--- src/rtl/sb_pkg.sv ---
package sb_pkg;
  typedef enum logic {
    LD_IDLE = 1'b0,
    LD_WAIT = 1'b1
  } ld_state_e;
endpackage

--- src/rtl/sb_fifo.sv ---
module sb_fifo #(
  parameter int unsigned DEPTH  = 4,
  parameter int unsigned ADDR_W = 16,
  parameter int unsigned DATA_W = 32,
  localparam int unsigned PTR_W = (DEPTH > 1) ? $clog2(DEPTH) : 1,
  localparam int unsigned CNT_W = $clog2(DEPTH + 1)
) (
  input  logic              clk_i,
  input  logic              rst_ni,
  input  logic              push_i,
  input  logic [ADDR_W-1:0] push_addr_i,
  input  logic [DATA_W-1:0] push_data_i,
  input  logic              pop_i,
  output logic              vld_o  [DEPTH],
  output logic [ADDR_W-1:0] addr_o [DEPTH],
  output logic [DATA_W-1:0] data_o [DEPTH],
  output logic [PTR_W-1:0]  head_o,
  output logic              full_o,
  output logic              empty_o
);
  logic [PTR_W-1:0]  head_q, tail_q;
  logic [CNT_W-1:0]  cnt_q;
  logic              vld_q  [DEPTH];
  logic [ADDR_W-1:0] addr_q [DEPTH];
  logic [DATA_W-1:0] data_q [DEPTH];

  function automatic logic [PTR_W-1:0] ptr_inc(input logic [PTR_W-1:0] p);
    return (p == PTR_W'(DEPTH - 1)) ? '0 : p + PTR_W'(1);
  endfunction

  always_ff @(posedge clk_i or negedge rst_ni) begin
    if (!rst_ni) begin
      head_q <= '0;
      tail_q <= '0;
      cnt_q  <= '0;
    end else begin
      if (push_i) tail_q <= ptr_inc(tail_q);
      if (pop_i)  head_q <= ptr_inc(head_q);
      if (push_i && !pop_i)      cnt_q <= cnt_q + CNT_W'(1);
      else if (pop_i && !push_i) cnt_q <= cnt_q - CNT_W'(1);
    end
  end

  for (genvar g = 0; g < DEPTH; g++) begin : g_ent
    always_ff @(posedge clk_i or negedge rst_ni) begin
      if (!rst_ni) begin
        vld_q[g]  <= 1'b0;
        addr_q[g] <= '0;
        data_q[g] <= '0;
      end else begin
        if (push_i && tail_q == PTR_W'(g)) begin
          vld_q[g]  <= 1'b1;
          addr_q[g] <= push_addr_i;
          data_q[g] <= push_data_i;
        end else if (pop_i && head_q == PTR_W'(g)) begin
          vld_q[g] <= 1'b0;
        end
      end
    end
    assign vld_o[g]  = vld_q[g];
    assign addr_o[g] = addr_q[g];
    assign data_o[g] = data_q[g];
  end

  assign head_o  = head_q;
  assign full_o  = (cnt_q == CNT_W'(DEPTH));
  assign empty_o = (cnt_q == '0);

  AST_NO_OVERFLOW: assert property (@(posedge clk_i) disable iff (!rst_ni)
    push_i |-> (cnt_q != CNT_W'(DEPTH)));
  AST_NO_UNDERFLOW: assert property (@(posedge clk_i) disable iff (!rst_ni)
    pop_i |-> vld_q[head_q]);
  AST_HEAD_STEP: assert property (@(posedge clk_i) disable iff (!rst_ni)
    !pop_i |=> $stable(head_q));
endmodule

--- src/rtl/sb_fwd.sv ---
module sb_fwd #(
  parameter int unsigned DEPTH  = 4,
  parameter int unsigned ADDR_W = 16,
  parameter int unsigned DATA_W = 32,
  localparam int unsigned PTR_W = (DEPTH > 1) ? $clog2(DEPTH) : 1
) (
  input  logic              vld_i  [DEPTH],
  input  logic [ADDR_W-1:0] addr_i [DEPTH],
  input  logic [DATA_W-1:0] data_i [DEPTH],
  input  logic [PTR_W-1:0]  head_i,
  input  logic [ADDR_W-1:0] ld_addr_i,
  output logic              hit_o,
  output logic [DATA_W-1:0] data_o
);
  // Walk oldest to youngest; later matches override earlier ones.
  always_comb begin
    hit_o  = 1'b0;
    data_o = '0;
    for (int k = 0; k < DEPTH; k++) begin
      int idx;
      idx = int'(head_i) + k;
      if (idx >= DEPTH) idx = idx - DEPTH;
      if (vld_i[idx] && addr_i[idx] == ld_addr_i) begin
        hit_o  = 1'b1;
        data_o = data_i[idx];
      end
    end
  end
endmodule

--- src/rtl/sb_load_ctrl.sv ---
module sb_load_ctrl
  import sb_pkg::*;
#(
  parameter int unsigned ADDR_W = 16,
  parameter int unsigned DATA_W = 32
) (
  input  logic              clk_i,
  input  logic              rst_ni,
  input  logic              ld_valid_i,
  input  logic [ADDR_W-1:0] ld_addr_i,
  input  logic              block_i,
  input  logic              hit_i,
  input  logic [DATA_W-1:0] fwd_data_i,
  output logic              ld_ready_o,
  output logic              ld_rvalid_o,
  output logic [DATA_W-1:0] ld_rdata_o,
  output logic              mr_valid_o,
  output logic [ADDR_W-1:0] mr_addr_o,
  input  logic              mr_ready_i,
  input  logic              mr_rvalid_i,
  input  logic [DATA_W-1:0] mr_rdata_i
);
  ld_state_e state_q, state_d;
  logic      go;

  assign go        = ld_valid_i && !block_i;
  assign mr_addr_o = ld_addr_i;

  always_comb begin
    state_d     = state_q;
    ld_ready_o  = 1'b0;
    ld_rvalid_o = 1'b0;
    ld_rdata_o  = '0;
    mr_valid_o  = 1'b0;
    unique case (state_q)
      LD_IDLE: begin
        if (go && hit_i) begin
          ld_ready_o  = 1'b1;
          ld_rvalid_o = 1'b1;
          ld_rdata_o  = fwd_data_i;
        end else if (go) begin
          mr_valid_o = 1'b1;
          ld_ready_o = mr_ready_i;
          if (mr_ready_i) state_d = LD_WAIT;
        end
      end
      LD_WAIT: begin
        ld_rvalid_o = mr_rvalid_i;
        ld_rdata_o  = mr_rdata_i;
        if (mr_rvalid_i) state_d = LD_IDLE;
      end
      default: state_d = LD_IDLE;
    endcase
  end

  always_ff @(posedge clk_i or negedge rst_ni) begin
    if (!rst_ni) state_q <= LD_IDLE;
    else         state_q <= state_d;
  end

  AST_ONE_OUTSTANDING: assert property (@(posedge clk_i) disable iff (!rst_ni)
    (mr_valid_o && mr_ready_i) |=> (!mr_valid_o && !ld_ready_o));
  AST_WAIT_QUIET: assert property (@(posedge clk_i) disable iff (!rst_ni)
    (state_q == LD_WAIT && !mr_rvalid_i) |=> !mr_valid_o);
endmodule

--- src/rtl/tso_store_buffer.sv ---
module tso_store_buffer #(
  parameter int unsigned DEPTH  = 4,
  parameter int unsigned ADDR_W = 16,
  parameter int unsigned DATA_W = 32,
  localparam int unsigned PTR_W = (DEPTH > 1) ? $clog2(DEPTH) : 1
) (
  input  logic              clk_i,
  input  logic              rst_ni,
  input  logic              st_valid_i,
  input  logic [ADDR_W-1:0] st_addr_i,
  input  logic [DATA_W-1:0] st_data_i,
  output logic              st_ready_o,
  input  logic              ld_valid_i,
  input  logic [ADDR_W-1:0] ld_addr_i,
  output logic              ld_ready_o,
  output logic              ld_rvalid_o,
  output logic [DATA_W-1:0] ld_rdata_o,
  input  logic              fence_i,
  output logic              mw_valid_o,
  output logic [ADDR_W-1:0] mw_addr_o,
  output logic [DATA_W-1:0] mw_data_o,
  input  logic              mw_ready_i,
  output logic              mr_valid_o,
  output logic [ADDR_W-1:0] mr_addr_o,
  input  logic              mr_ready_i,
  input  logic              mr_rvalid_i,
  input  logic [DATA_W-1:0] mr_rdata_i
);
  logic              vld  [DEPTH];
  logic [ADDR_W-1:0] addr [DEPTH];
  logic [DATA_W-1:0] data [DEPTH];
  logic [PTR_W-1:0]  head;
  logic              full, empty, push, pop;
  logic              hit, fence_pend_q, ld_block;
  logic [DATA_W-1:0] fwd_data;

  assign st_ready_o = !full;
  assign push       = st_valid_i && !full;
  assign mw_valid_o = !empty;
  assign mw_addr_o  = addr[head];
  assign mw_data_o  = data[head];
  assign pop        = mw_valid_o && mw_ready_i;

  sb_fifo #(.DEPTH(DEPTH), .ADDR_W(ADDR_W), .DATA_W(DATA_W)) u_fifo (
    .clk_i, .rst_ni,
    .push_i(push), .push_addr_i(st_addr_i), .push_data_i(st_data_i),
    .pop_i(pop),
    .vld_o(vld), .addr_o(addr), .data_o(data),
    .head_o(head), .full_o(full), .empty_o(empty)
  );

  sb_fwd #(.DEPTH(DEPTH), .ADDR_W(ADDR_W), .DATA_W(DATA_W)) u_fwd (
    .vld_i(vld), .addr_i(addr), .data_i(data), .head_i(head),
    .ld_addr_i(ld_addr_i), .hit_o(hit), .data_o(fwd_data)
  );

  // Fence stays armed until the queue has been seen empty.
  always_ff @(posedge clk_i or negedge rst_ni) begin
    if (!rst_ni) fence_pend_q <= 1'b0;
    else         fence_pend_q <= (fence_pend_q || fence_i) && !empty;
  end
  assign ld_block = (fence_pend_q || fence_i) && !empty;

  sb_load_ctrl #(.ADDR_W(ADDR_W), .DATA_W(DATA_W)) u_ld (
    .clk_i, .rst_ni,
    .ld_valid_i, .ld_addr_i, .block_i(ld_block),
    .hit_i(hit), .fwd_data_i(fwd_data),
    .ld_ready_o, .ld_rvalid_o, .ld_rdata_o,
    .mr_valid_o, .mr_addr_o, .mr_ready_i, .mr_rvalid_i, .mr_rdata_i
  );

  AST_WRITE_HOLD: assert property (@(posedge clk_i) disable iff (!rst_ni)
    (mw_valid_o && !mw_ready_i) |=> (mw_valid_o && $stable(mw_addr_o) && $stable(mw_data_o)));
  AST_FULL_RELEASE: assert property (@(posedge clk_i) disable iff (!rst_ni)
    (!st_ready_o && mw_ready_i) |=> st_ready_o);
  AST_FWD_NO_READ: assert property (@(posedge clk_i) disable iff (!rst_ni)
    (ld_rvalid_o && ld_ready_o) |-> !mr_valid_o);
  AST_FENCE_STALL: assert property (@(posedge clk_i) disable iff (!rst_ni)
    ($past(fence_i) && !empty) |-> (!ld_ready_o && !mr_valid_o));
endmodule

--- config.mk ---
export PLATFORM = sky130hd
export DESIGN_NAME = tso_store_buffer
export DESIGN_NICKNAME = d
export VERILOG_FILES = /design/src/rtl/sb_pkg.sv /design/src/rtl/sb_fifo.sv /design/src/rtl/sb_fwd.sv /design/src/rtl/sb_load_ctrl.sv /design/src/rtl/tso_store_buffer.sv
export SDC_FILE = /design/constraint.sdc
export NUM_CORES = 1
export LEC_CHECK = 0
export BUFFER_PORTS_ARGS = -buffer_cell sky130_fd_sc_hd__buf_2
export CAP_MARGIN = 20
export CORE_ASPECT_RATIO = 0.6
export CORE_MARGIN = 10
export CORE_UTILIZATION = 56
export CTS_CLUSTER_DIAMETER = 30
export CTS_CLUSTER_SIZE = 16
export DETAILED_ROUTE_END_ITERATION = 12
export GPL_ROUTABILITY_DRIVEN = 0
export GPL_TIMING_DRIVEN = 0
export PLACE_DENSITY = 0.78
export SLEW_MARGIN = 20
export SYNTH_ARGS = -nofsm -noshare
export SYNTH_HDL_FRONTEND = slang
export SYNTH_SLANG_ARGS = --single-unit
--- constraint.sdc ---
create_clock -name clk_i -period 8.55 [get_ports clk_i]
set_input_delay 0 -clock clk_i [delete_from_list [all_inputs] [get_ports clk_i]]
set_output_delay 0 -clock clk_i [all_outputs]
set_load 0.02 [all_outputs]
==> reports/qor.yml <==
status: "completed"
wl_mm: 52.01
core_area_um2: 26710
layout_commonest_cell: "buf_2"
synth_xor_xnor_area_share_pct: 3.814
r2r.worst_path.cells: 16
cts-root-buf: "clkbuf_16"
clock_latency_ns: 0.53
setup_tns_ns: 0
tightest_slew_ns: 1.093
drc: 0
design_area_um2: 18620
relSlewSlack_pct: 27.16
grt_pass1_vias: 12890
startpoint_type: "flip-flop"
syn_area_um2: 15380
crit_type: "reg -> out"
layout-drive-gt1-share_pct: 46.70
antenna_found_initial: 1
min_period_ns: 6.051
clk_pin_slew_worst_paths_ns: 0.05
via_per_inst: 6.877
grt.total_usage_pct: 29.50
cts_max_path_buffers: 3
gr-total-overflow: 0
placed_area_um2: 16880
synth-async-reset-ratio_pct: 100.0
wl_per_cell_um: 27.69
hold_class: "in -> async"
cp-end-kind: "output pin"
synth_top_area_share_pct: 33.34
grt_first_pass_wirelength_mm: 78.87
p_leak_uw: 0.007571
synthDistinctLibCells: 60
yosys_warnings: 0
syn_avg_cell_area_um2: 12.79
nNetsFinal: 1604
timing.hold.ws_ns: 0.006984
die_area_um2: 34720
port_buffers: 195
r2r_slack_ns: 3.24
hpwl_mm: 37.41
htree_levels: 2
peakVddDrop_mv: 0.2212
maxCapViolCount: 0
synth-simple-area-share_pct: 7.116
report.final.slew_viol_count: 0
cts_setup_buffers: 0
synthAdderAreaFrac_pct: 0.8621
layout_common_cells: "buf_2 (222), dfrtp_1 (205), mux2_2 (194)"
fmax_ghz: 0.1653
clkSinkCount: 205
grt_max_degree: 86
die-height_um: 148.4
ys_ff_latch: 205
drtPass1Iterations: 8
areaGrowthSynthToFinish_pct: 21.00
die_x_um: 234.0
holdBufCountCts: 52
rsz0062_at_grt: "no"
postCtsResizedCells: 0
cp_max_fo: 11
rows: 46
synth_edf_count: 0
hold_viol: 0
synth-seq-area-share_pct: 33.34
ys_top_cells_by_area: "dfrtp_1 (33%), mux4_2 (25%), mux2_2 (14%)"
drtIter0Drc: 1832
start_util_pct: 57.61
synth_compound_area_share_pct: 5.864
synth_top_family_by_area: "multiplexers"
skew_ns: 0.02827
required_ns: 8.55
postRouteAntennaNets: 0
critPathArrivalTime_ns: 6.05
io_pins: 205
vias: 12920
power_density_nw_per_um2: 481.5
ys.flop_type: "dfrtp_1"
yosys.area.top_type: "dfrtp_1"
postSynthCellCount: 1203
rr_startpoint: "u_fifo.head_o[0]"
numCtsBuffers: 35
syn-num-nets: 1317
synthMuxAreaShare_pct: 43.05
r2r_end: "u_ld.state_q"
tritoncts: "yes"
period_share_pct: 70.78
setup_viol: 0
stage by stage:
step                setup slack (ns)  util (%)  power, uW  instances
floorplan                      4.657         -       5867       1203
global placement               3.385     62.95       7142       1758
finish                         2.499     69.71       8964       1878
global route                   2.373     69.69       9335       1876
detailed placement             3.365     63.19       7313       1760
CTS                            2.812     69.64       8819       1875
routing by layer:
layer	vias to the layer above	track usage (%)	part of all wire, %	wire length (um)
li1	5254	-	-	-
met1	6483	39.65	39	20060
met2	1027	43.50	44	22890
met3	149	11.66	14	7417
met4	2	8.224	3.1	1634
met5	-	0	0.025	13
worst max-delay path by stage:
| stage | from | to | slack (ns) | depth (start not counted) |
|---|---|---|---|---|
| after global routing | u_fifo.head_o[0] | ld_rdata_o[10] | 2.37 | 16 |
| after floorplan | u_fifo.head_o[1] | ld_rdata_o[31] | 4.66 | 18 |
| after detailed placement | u_fifo.head_o[1] | ld_rdata_o[2] | 3.36 | 18 |
| after CTS | u_fifo.head_o[1] | ld_rdata_o[2] | 2.81 | 18 |
| after global placement | u_fifo.head_o[1] | ld_rdata_o[2] | 3.39 | 18 |
| final | u_fifo.head_o[0] | ld_rdata_o[2] | 2.50 | 16 |
cell families after synthesis:
logic type,after synthesis
multiplexers,413
buffers and inverters,175
flip-flops,205
AO/OA/AOI/OAI,131
adder cells (fa/ha/maj),10
AND/OR/NAND/NOR,202
XOR/XNOR,67
synth_stat cells, types with 2 or more instances:
master and number:
mux4_2 172, ha_1 9, buf_6 13, or2_0 7, or2_2 7, o311ai_0 28
a2111oi_2 2, inv_1 42, buf_4 25, or3_1 2, nor2_1 13, nor3_1 2
a2111oi_0 2, mux2i_1 41, nand4_1 43, o311ai_1 5, a31oi_1 34, and2b_1 5
and3_1 2, nor2b_1 27, o21ai_1 30, and2_1 2, buf_12 2, clkbuf_1 50
nand4b_1 2, buf_1 14, o211ai_1 3, a22o_1 2, a21oi_1 2, mux2_2 194
o21ai_0 11, mux4_1 5, o221ai_1 2, xnor2_1 52, o22ai_1 2, buf_2 28
or2_1 18, dfrtp_1 205, xor2_1 15, nand2_1 62, nor4_1 2
flip-flops by register name, indices dropped and copies added, names as in the netlist:
register and count:
u_fifo.head_o 2, fence_pend_q 1, u_fifo.vld_o 4, u_fifo.cnt_q 3, u_fifo.data_o 128, u_ld.state_q 1, u_fifo.addr_o 64, u_fifo.tail_q 2
layout make-up:
cell class | instances | area [um2]
Sequential cell | 205 | 5130
Timing Repair Buffer | 250 | 1573
Buffer | 132 | 754.5
Clock inverter | 21 | 250.2
Inverter | 43 | 161.4
Multi-Input combinational cell | 823 | 9339
Tap cell | 360 | 450.4
Clock buffer | 42 | 952.2
Fill cell | 1898 | 8090
Antenna cell | 2 | 5.005
where the power goes:
| part | switching, uW | internal (uW) |
|---|---|---|
| combinational | 2630 | 2750 |
| clock | 541 | 905 |
| sequential | 670 | 1470 |
critical path, cell delays in order, from the launching register on:
cell	delay (ns)
dfrtp_1	0.63
clkinv_1	0.40
buf_1	0.40
ha_1	0.41
buf_6	0.16
buf_12	0.17
buf_12	0.17
mux4_1	0.58
xnor2_1	0.36
nand4_1	0.18
nor2_2	0.33
and3_2	0.31
clkbuf_1	0.47
o311ai_0	0.24
a31oi_1	0.45
o21ai_1	0.10
buf_2	0.17
(Power assumes the default switching activity.)
